## config.mk

```make
export PLATFORM = sky130hd
export DESIGN_NAME = fc_grant_gen
export DESIGN_NICKNAME = d
export VERILOG_FILES = /design/src/rtl/fc_pkg.sv /design/src/rtl/fc_occ_counter.sv /design/src/rtl/fc_thresh_bank.sv /design/src/rtl/fc_grant_array.sv /design/src/rtl/fc_grant_gen.sv
export SDC_FILE = /design/constraint.sdc
export NUM_CORES = 1
export LEC_CHECK = 0
export CAP_MARGIN = 20
export CORE_AREA = 8 8 175 127
export DETAILED_ROUTE_END_ITERATION = 10
export DIE_AREA = 0 0 183 135
export DONT_BUFFER_PORTS = 1
export HOLD_SLACK_MARGIN = 0.08
export SETUP_SLACK_MARGIN = 0.2
export SYNTH_ARGS = -nofsm -noshare
export SYNTH_HDL_FRONTEND = slang
export SYNTH_SLANG_ARGS = --single-unit
```

## constraint.sdc

```tcl
create_clock -name clk -period 7.3 [get_ports clk]
set_input_delay 1.095 -clock clk [delete_from_list [all_inputs] [get_ports clk]]
set_output_delay 1.095 -clock clk [all_outputs]
set_load 0.05 [all_outputs]
```

## src/rtl/fc_pkg.sv

```systemverilog
package fc_pkg;

    typedef enum logic {
        THR_BANK_OUT  = 1'b0,
        THR_BANK_GLOB = 1'b1
    } thr_bank_e;

endpackage

```

## src/rtl/fc_occ_counter.sv

```systemverilog
module fc_occ_counter #(
    parameter int CNT_W = 8
) (
    input  logic             clk,
    input  logic             rst_n,
    input  logic             inc,
    input  logic             dec,
    output logic [CNT_W-1:0] cnt_q
);

    localparam logic [CNT_W-1:0] CNT_MAX = {CNT_W{1'b1}};

    typedef struct packed {
        logic [CNT_W-1:0] cnt;
    } occ_state_t;

    occ_state_t st_d, st_q;

    always_comb begin
        st_d = st_q;
        if (inc && !dec && (st_q.cnt != CNT_MAX)) begin
            st_d.cnt = st_q.cnt + CNT_W'(1);
        end else if (dec && !inc && (st_q.cnt != '0)) begin
            st_d.cnt = st_q.cnt - CNT_W'(1);
        end
    end

    always_ff @(posedge clk) begin
        if (!rst_n) begin
            st_q <= '0;
        end else begin
            st_q <= st_d;
        end
    end

    assign cnt_q = st_q.cnt;

endmodule

```

## src/rtl/fc_thresh_bank.sv

```systemverilog
module fc_thresh_bank #(
    parameter int NUM_PRIO   = 4,
    parameter int CNT_W      = 8,
    parameter int PRIO_IDX_W = 2
) (
    input  logic                            clk,
    input  logic                            rst_n,
    input  logic                            wr_en,
    input  logic [PRIO_IDX_W-1:0]           wr_idx,
    input  logic [CNT_W-1:0]                wr_val,
    output logic [NUM_PRIO-1:0][CNT_W-1:0]  thr_q
);

    typedef struct packed {
        logic [NUM_PRIO-1:0][CNT_W-1:0] thr;
    } bank_state_t;

    bank_state_t st_d, st_q;

    always_comb begin
        st_d = st_q;
        for (int p = 0; p < NUM_PRIO; p++) begin
            if (wr_en && (wr_idx == PRIO_IDX_W'(p))) begin
                st_d.thr[p] = wr_val;
            end
        end
    end

    always_ff @(posedge clk) begin
        if (!rst_n) begin
            st_q <= '1;
        end else begin
            st_q <= st_d;
        end
    end

    assign thr_q = st_q.thr;

endmodule

```

## src/rtl/fc_grant_array.sv

```systemverilog
module fc_grant_array #(
    parameter int NUM_OUT  = 4,
    parameter int NUM_PRIO = 4,
    parameter int CNT_W    = 8
) (
    input  logic                            clk,
    input  logic                            rst_n,
    input  logic [NUM_OUT-1:0][CNT_W-1:0]   out_cnt,
    input  logic [CNT_W-1:0]                glob_cnt,
    input  logic [NUM_PRIO-1:0][CNT_W-1:0]  out_thr,
    input  logic [NUM_PRIO-1:0][CNT_W-1:0]  glob_thr,
    output logic [NUM_OUT*NUM_PRIO-1:0]     grant_q
);

    localparam int NUM_GRANT = NUM_OUT * NUM_PRIO;

    typedef struct packed {
        logic [NUM_GRANT-1:0] grant;
    } grant_state_t;

    grant_state_t st_d, st_q;
    logic [NUM_PRIO-1:0] glob_ok;

    always_comb begin
        for (int p = 0; p < NUM_PRIO; p++) begin
            glob_ok[p] = (glob_cnt < glob_thr[p]);
        end
    end

    always_comb begin
        st_d = st_q;
        for (int o = 0; o < NUM_OUT; o++) begin
            for (int p = 0; p < NUM_PRIO; p++) begin
                st_d.grant[o*NUM_PRIO + p] = glob_ok[p] && (out_cnt[o] < out_thr[p]);
            end
        end
    end

    always_ff @(posedge clk) begin
        if (!rst_n) begin
            st_q <= '1;
        end else begin
            st_q <= st_d;
        end
    end

    assign grant_q = st_q.grant;

endmodule

```

## src/rtl/fc_grant_gen.sv

```systemverilog
module fc_grant_gen #(
    parameter int NUM_OUT  = 4,
    parameter int NUM_PRIO = 4,
    parameter int CNT_W    = 8,
    localparam int OUT_IDX_W  = (NUM_OUT  > 1) ? $clog2(NUM_OUT)  : 1,
    localparam int PRIO_IDX_W = (NUM_PRIO > 1) ? $clog2(NUM_PRIO) : 1
) (
    input  logic                         clk,
    input  logic                         rst_n,
    input  logic                         enq_valid,
    input  logic [NUM_OUT-1:0]           enq_dest_mask,
    input  logic                         deq_valid,
    input  logic [OUT_IDX_W-1:0]         deq_port,
    input  logic                         deq_last,
    input  logic                         cfg_we,
    input  logic                         cfg_bank,
    input  logic [PRIO_IDX_W-1:0]        cfg_prio,
    input  logic [CNT_W-1:0]             cfg_data,
    output logic [NUM_OUT*NUM_PRIO-1:0]  grant
);

    import fc_pkg::*;

    thr_bank_e                       bank_sel;
    logic                            out_thr_we;
    logic                            glob_thr_we;
    logic [NUM_OUT-1:0]              out_inc;
    logic [NUM_OUT-1:0]              out_dec;
    logic                            glob_inc;
    logic                            glob_dec;
    logic [NUM_OUT-1:0][CNT_W-1:0]   out_cnt;
    logic [CNT_W-1:0]                glob_cnt;
    logic [NUM_PRIO-1:0][CNT_W-1:0]  out_thr;
    logic [NUM_PRIO-1:0][CNT_W-1:0]  glob_thr;

    always_comb begin
        bank_sel    = thr_bank_e'(cfg_bank);
        out_thr_we  = cfg_we && (bank_sel == THR_BANK_OUT);
        glob_thr_we = cfg_we && (bank_sel == THR_BANK_GLOB);
        glob_inc    = enq_valid;
        glob_dec    = deq_valid && deq_last;
        for (int o = 0; o < NUM_OUT; o++) begin
            out_inc[o] = enq_valid && enq_dest_mask[o];
            out_dec[o] = deq_valid && (deq_port == OUT_IDX_W'(o));
        end
    end

    for (genvar o = 0; o < NUM_OUT; o++) begin : g_out_cnt
        fc_occ_counter #(.CNT_W(CNT_W)) u_cnt (
            .clk   (clk),
            .rst_n (rst_n),
            .inc   (out_inc[o]),
            .dec   (out_dec[o]),
            .cnt_q (out_cnt[o])
        );
    end

    fc_occ_counter #(.CNT_W(CNT_W)) u_glob_cnt (
        .clk   (clk),
        .rst_n (rst_n),
        .inc   (glob_inc),
        .dec   (glob_dec),
        .cnt_q (glob_cnt)
    );

    fc_thresh_bank #(
        .NUM_PRIO   (NUM_PRIO),
        .CNT_W      (CNT_W),
        .PRIO_IDX_W (PRIO_IDX_W)
    ) u_out_thr (
        .clk    (clk),
        .rst_n  (rst_n),
        .wr_en  (out_thr_we),
        .wr_idx (cfg_prio),
        .wr_val (cfg_data),
        .thr_q  (out_thr)
    );

    fc_thresh_bank #(
        .NUM_PRIO   (NUM_PRIO),
        .CNT_W      (CNT_W),
        .PRIO_IDX_W (PRIO_IDX_W)
    ) u_glob_thr (
        .clk    (clk),
        .rst_n  (rst_n),
        .wr_en  (glob_thr_we),
        .wr_idx (cfg_prio),
        .wr_val (cfg_data),
        .thr_q  (glob_thr)
    );

    fc_grant_array #(
        .NUM_OUT  (NUM_OUT),
        .NUM_PRIO (NUM_PRIO),
        .CNT_W    (CNT_W)
    ) u_grant (
        .clk      (clk),
        .rst_n    (rst_n),
        .out_cnt  (out_cnt),
        .glob_cnt (glob_cnt),
        .out_thr  (out_thr),
        .glob_thr (glob_thr),
        .grant_q  (grant)
    );

endmodule

```

==> run metrics <==
status finished clean; First DRT Iteration DRCs about 580; RSZ-0062 raised after global routing no; Pwr Total between 2000 and 2500 uW; CP Capture Type flip-flop; sequential power share 37.4%; buffers from clock root to sink, at most 2; Placed Instances 1272; fin crit share between 40% and 50%; Nets 1221; fin. max-slew vios 0; global-route wire length before repair roughly 38 mm; row cnt 43; fillers between 1500 and 2000; critical path class reg2reg; hold_buf cts 0; Leak between 0.004 and 0.005 uW; Min Hold Slack 471 ps; switching share of power 33.4%; Ys Warns 0; largest net degree at the start of global routing between 90 and 100; root buf cell clkbuf_16; # H-tree levels 4; Post-synth EDFFs 0; Final Hold Violating Endpoints 0; router iterations before antenna repair 5; synth unique cells 37; diode count 0; post-route ant nets 0; Total GRT Usage between 10% and 20%; WL per Instance 18.0 um; Pint 1470 uW; Max Clock Freq approximately 310 MHz; placer congestion estimate between 0.8 and 0.9; Worst-Margin Slew 1060 ps; critical path data arrival time roughly 3600 ps; total CTS buffers 17; IO Count 39; CORE AREA 0.0195 sq mm; number of global-route vias before repair ~6800; DR DRC count 0; DIE HEIGHT between 100 and 150 um; Hold WC Path Type reg2reg; Die X 183 um; clock power share about two fifths; fraction of layout cells with a size suffix above 1 under 10%; Max VDD drop 130 uV; average size of a mapped cell 8.36 sq um; die area 0.0247 sq mm; total number of vias 7388; ys flop type dfxtp_1; post-CTS sizing 0; crit-path max FO 13; vias per inst between 5 and 6; area grow syn2layout 10.2%; clock-pin slew on the worst setup and hold paths 60 ps; buffer count from post-CTS setup fixing 0; Logic pwr share a little over a fifth; CTS tree done; max-cap viol count 0; total gr overflow 0; Crit path required time roughly 7600 ps; Pwr Density between 200 and 250 mW/mm^2; relative slew slack between 20% and 30%; final worst path period need around 3200 ps; PortBufs 0; cells after synthesis around 1000; asr flop ratio synth 0%; register bit total from synthesis 120; Setup crit start kind flip-flop; final setup vio count 0; clk_lat worst skew around 430 ps; final wirelength 23.5 mm; DP HPWL between 15 and 20 mm; Worst Skew 14.2 ps; setup_tns 0 ps; Switch Pwr between 700 and 800 uW; Post-Syn Area 0.00863 sq mm; syn nets 1230; initial antenna violation count 0; sequential fraction of the synthesis area roughly 28%; initial core utilization 44.3%; CTS sink count between 100 and 150; Layout Cells excl Fill roughly 1300
[critical path, cell delays in order (launching register included)]
cell and delay, ps:
dfxtp_1 620, nand4_1 150, o211ai_1 880, ha_1 440
a211oi_1 360, o21bai_1 130, a21oi_1 210, xnor2_1 100
a31o_2 240
[logic make-up (layout without fill, tap and decap cells)]
group | after synthesis | in the layout | synth area share, %
compound gates | 308 | 308 | 23.0
simple gates | 306 | 306 | 16.3
fa+ha+maj | 175 | 175 | 25.8
flops | 120 | 120 | 27.8
buf+inv | 98 | 102 | 4.38
xor+xnor | 20 | 20 | 2.03
mux | 5 | 5 | 0.580
[state kept, by name, summed over array words and instances (netlist names)]
| signal | cells |
|---|---|
| u_glob_thr.thr_q | 32 |
| g_out_cnt.u_cnt.cnt_q | 32 |
| u_grant.grant_q | 16 |
| u_out_thr.thr_q | 32 |
| u_glob_cnt.cnt_q | 8 |
[power by group through the flow]
stage	Sequential (uW)	Clock (uW)	Combinational (uW)
finish	828	905	481
global route	835	953	556
floorplan	779	0	406
global placement	837	0	461
CTS	824	920	476
detailed placement	839	0	470
[per-stage QoR]
step / utilization (%) / setup slack, ps / instance area (sq um)
finish: 48.8 / 4070 / 9510
global route: 48.8 / 3820 / 9510
CTS: 48.7 / 4110 / 9490
detailed placement: 45.5 / 3760 / 8870
global placement: 45.5 / 3760 / 8860
floorplan: - / 4010 / 8630
[cell type report]
class                      count  area, sq um  share of cell area, %
clock buffer                  18          439                   4.62
clock inverter                14          184                   1.93
inverter                      64          240                   2.53
multi-input combinational    814         5850                   61.6
sequential                   120         2400                   25.3
tap                          270          338                   3.55
timing repair buffer           6         48.8                  0.513
[worst paths after layout]
| kind | startpoint | endpoint | slack (ps) | depth (start not counted) |
|---|---|---|---|---|
| max | g_out_cnt[0].u_cnt.cnt_q[6] | g_out_cnt[0].u_cnt.cnt_q[6] | 4070 | 8 |
| min | u_glob_thr.thr_q[8] | u_glob_thr.thr_q[8] | 470 | 2 |
| max reg2reg | g_out_cnt[0].u_cnt.cnt_q[6] | g_out_cnt[0].u_cnt.cnt_q[6] | 4070 | 8 |
| min reg2reg | u_glob_thr.thr_q[8] | u_glob_thr.thr_q[8] | 470 | 2 |
[metal layers]
layer  part of all wire (%)  vias up  GRT usage, %
met2                     39      206          27.0
met4                   0.88        0          4.37
li1                       -     3794             -
met1                     54     3370          30.0
met3                    6.3       18          4.19
met5                      0        -             0
[cells in the mapped netlist (3+ instances only)]
| cell | count | area share, % |
|---|---|---|
| a211o_1 | 10 | 1.0 |
| a211oi_1 | 27 | 2.3 |
| a21o_1 | 10 | 0.87 |
| a21oi_1 | 97 | 5.6 |
| a31o_2 | 5 | 0.51 |
| and2_1 | 4 | 0.29 |
| buf_1 | 7 | 0.30 |
| buf_2 | 4 | 0.23 |
| clkbuf_1 | 19 | 0.83 |
| clkbuf_2 | 4 | 0.23 |
| dfxtp_1 | 120 | 28 |
| fa_1 | 5 | 1.2 |
| ha_1 | 170 | 25 |
| inv_1 | 63 | 2.7 |
| mux2i_1 | 5 | 0.58 |
| nand2_1 | 153 | 6.7 |
| nand2b_1 | 3 | 0.22 |
| nand3_1 | 35 | 2.0 |
| nand4_1 | 10 | 0.72 |
| nor2_1 | 41 | 1.8 |
| nor3_1 | 13 | 0.75 |
| nor3b_1 | 23 | 2.0 |
| nor4_1 | 10 | 0.72 |
| o211ai_1 | 73 | 6.4 |
| o21ai_0 | 47 | 2.7 |
| o21bai_1 | 25 | 2.2 |
| o311ai_0 | 12 | 1.2 |
| or3_1 | 9 | 0.65 |
| xnor2_1 | 15 | 1.5 |
| xor2_1 | 5 | 0.51 |
[placed cells by master (no fill, tap or decap), types with 17 or more instances in the layout]
cell type and instances:
nand2_1 153, ha_1 170, nand3_1 35, a211oi_1 27, nor2_1 41, o21bai_1 25
clkbuf_16 17, dfxtp_1 120, nor3b_1 23, inv_1 63, o211ai_1 73, o21ai_0 47
a21oi_1 97
No activity file was read; power rests on OpenSTA's default activity.
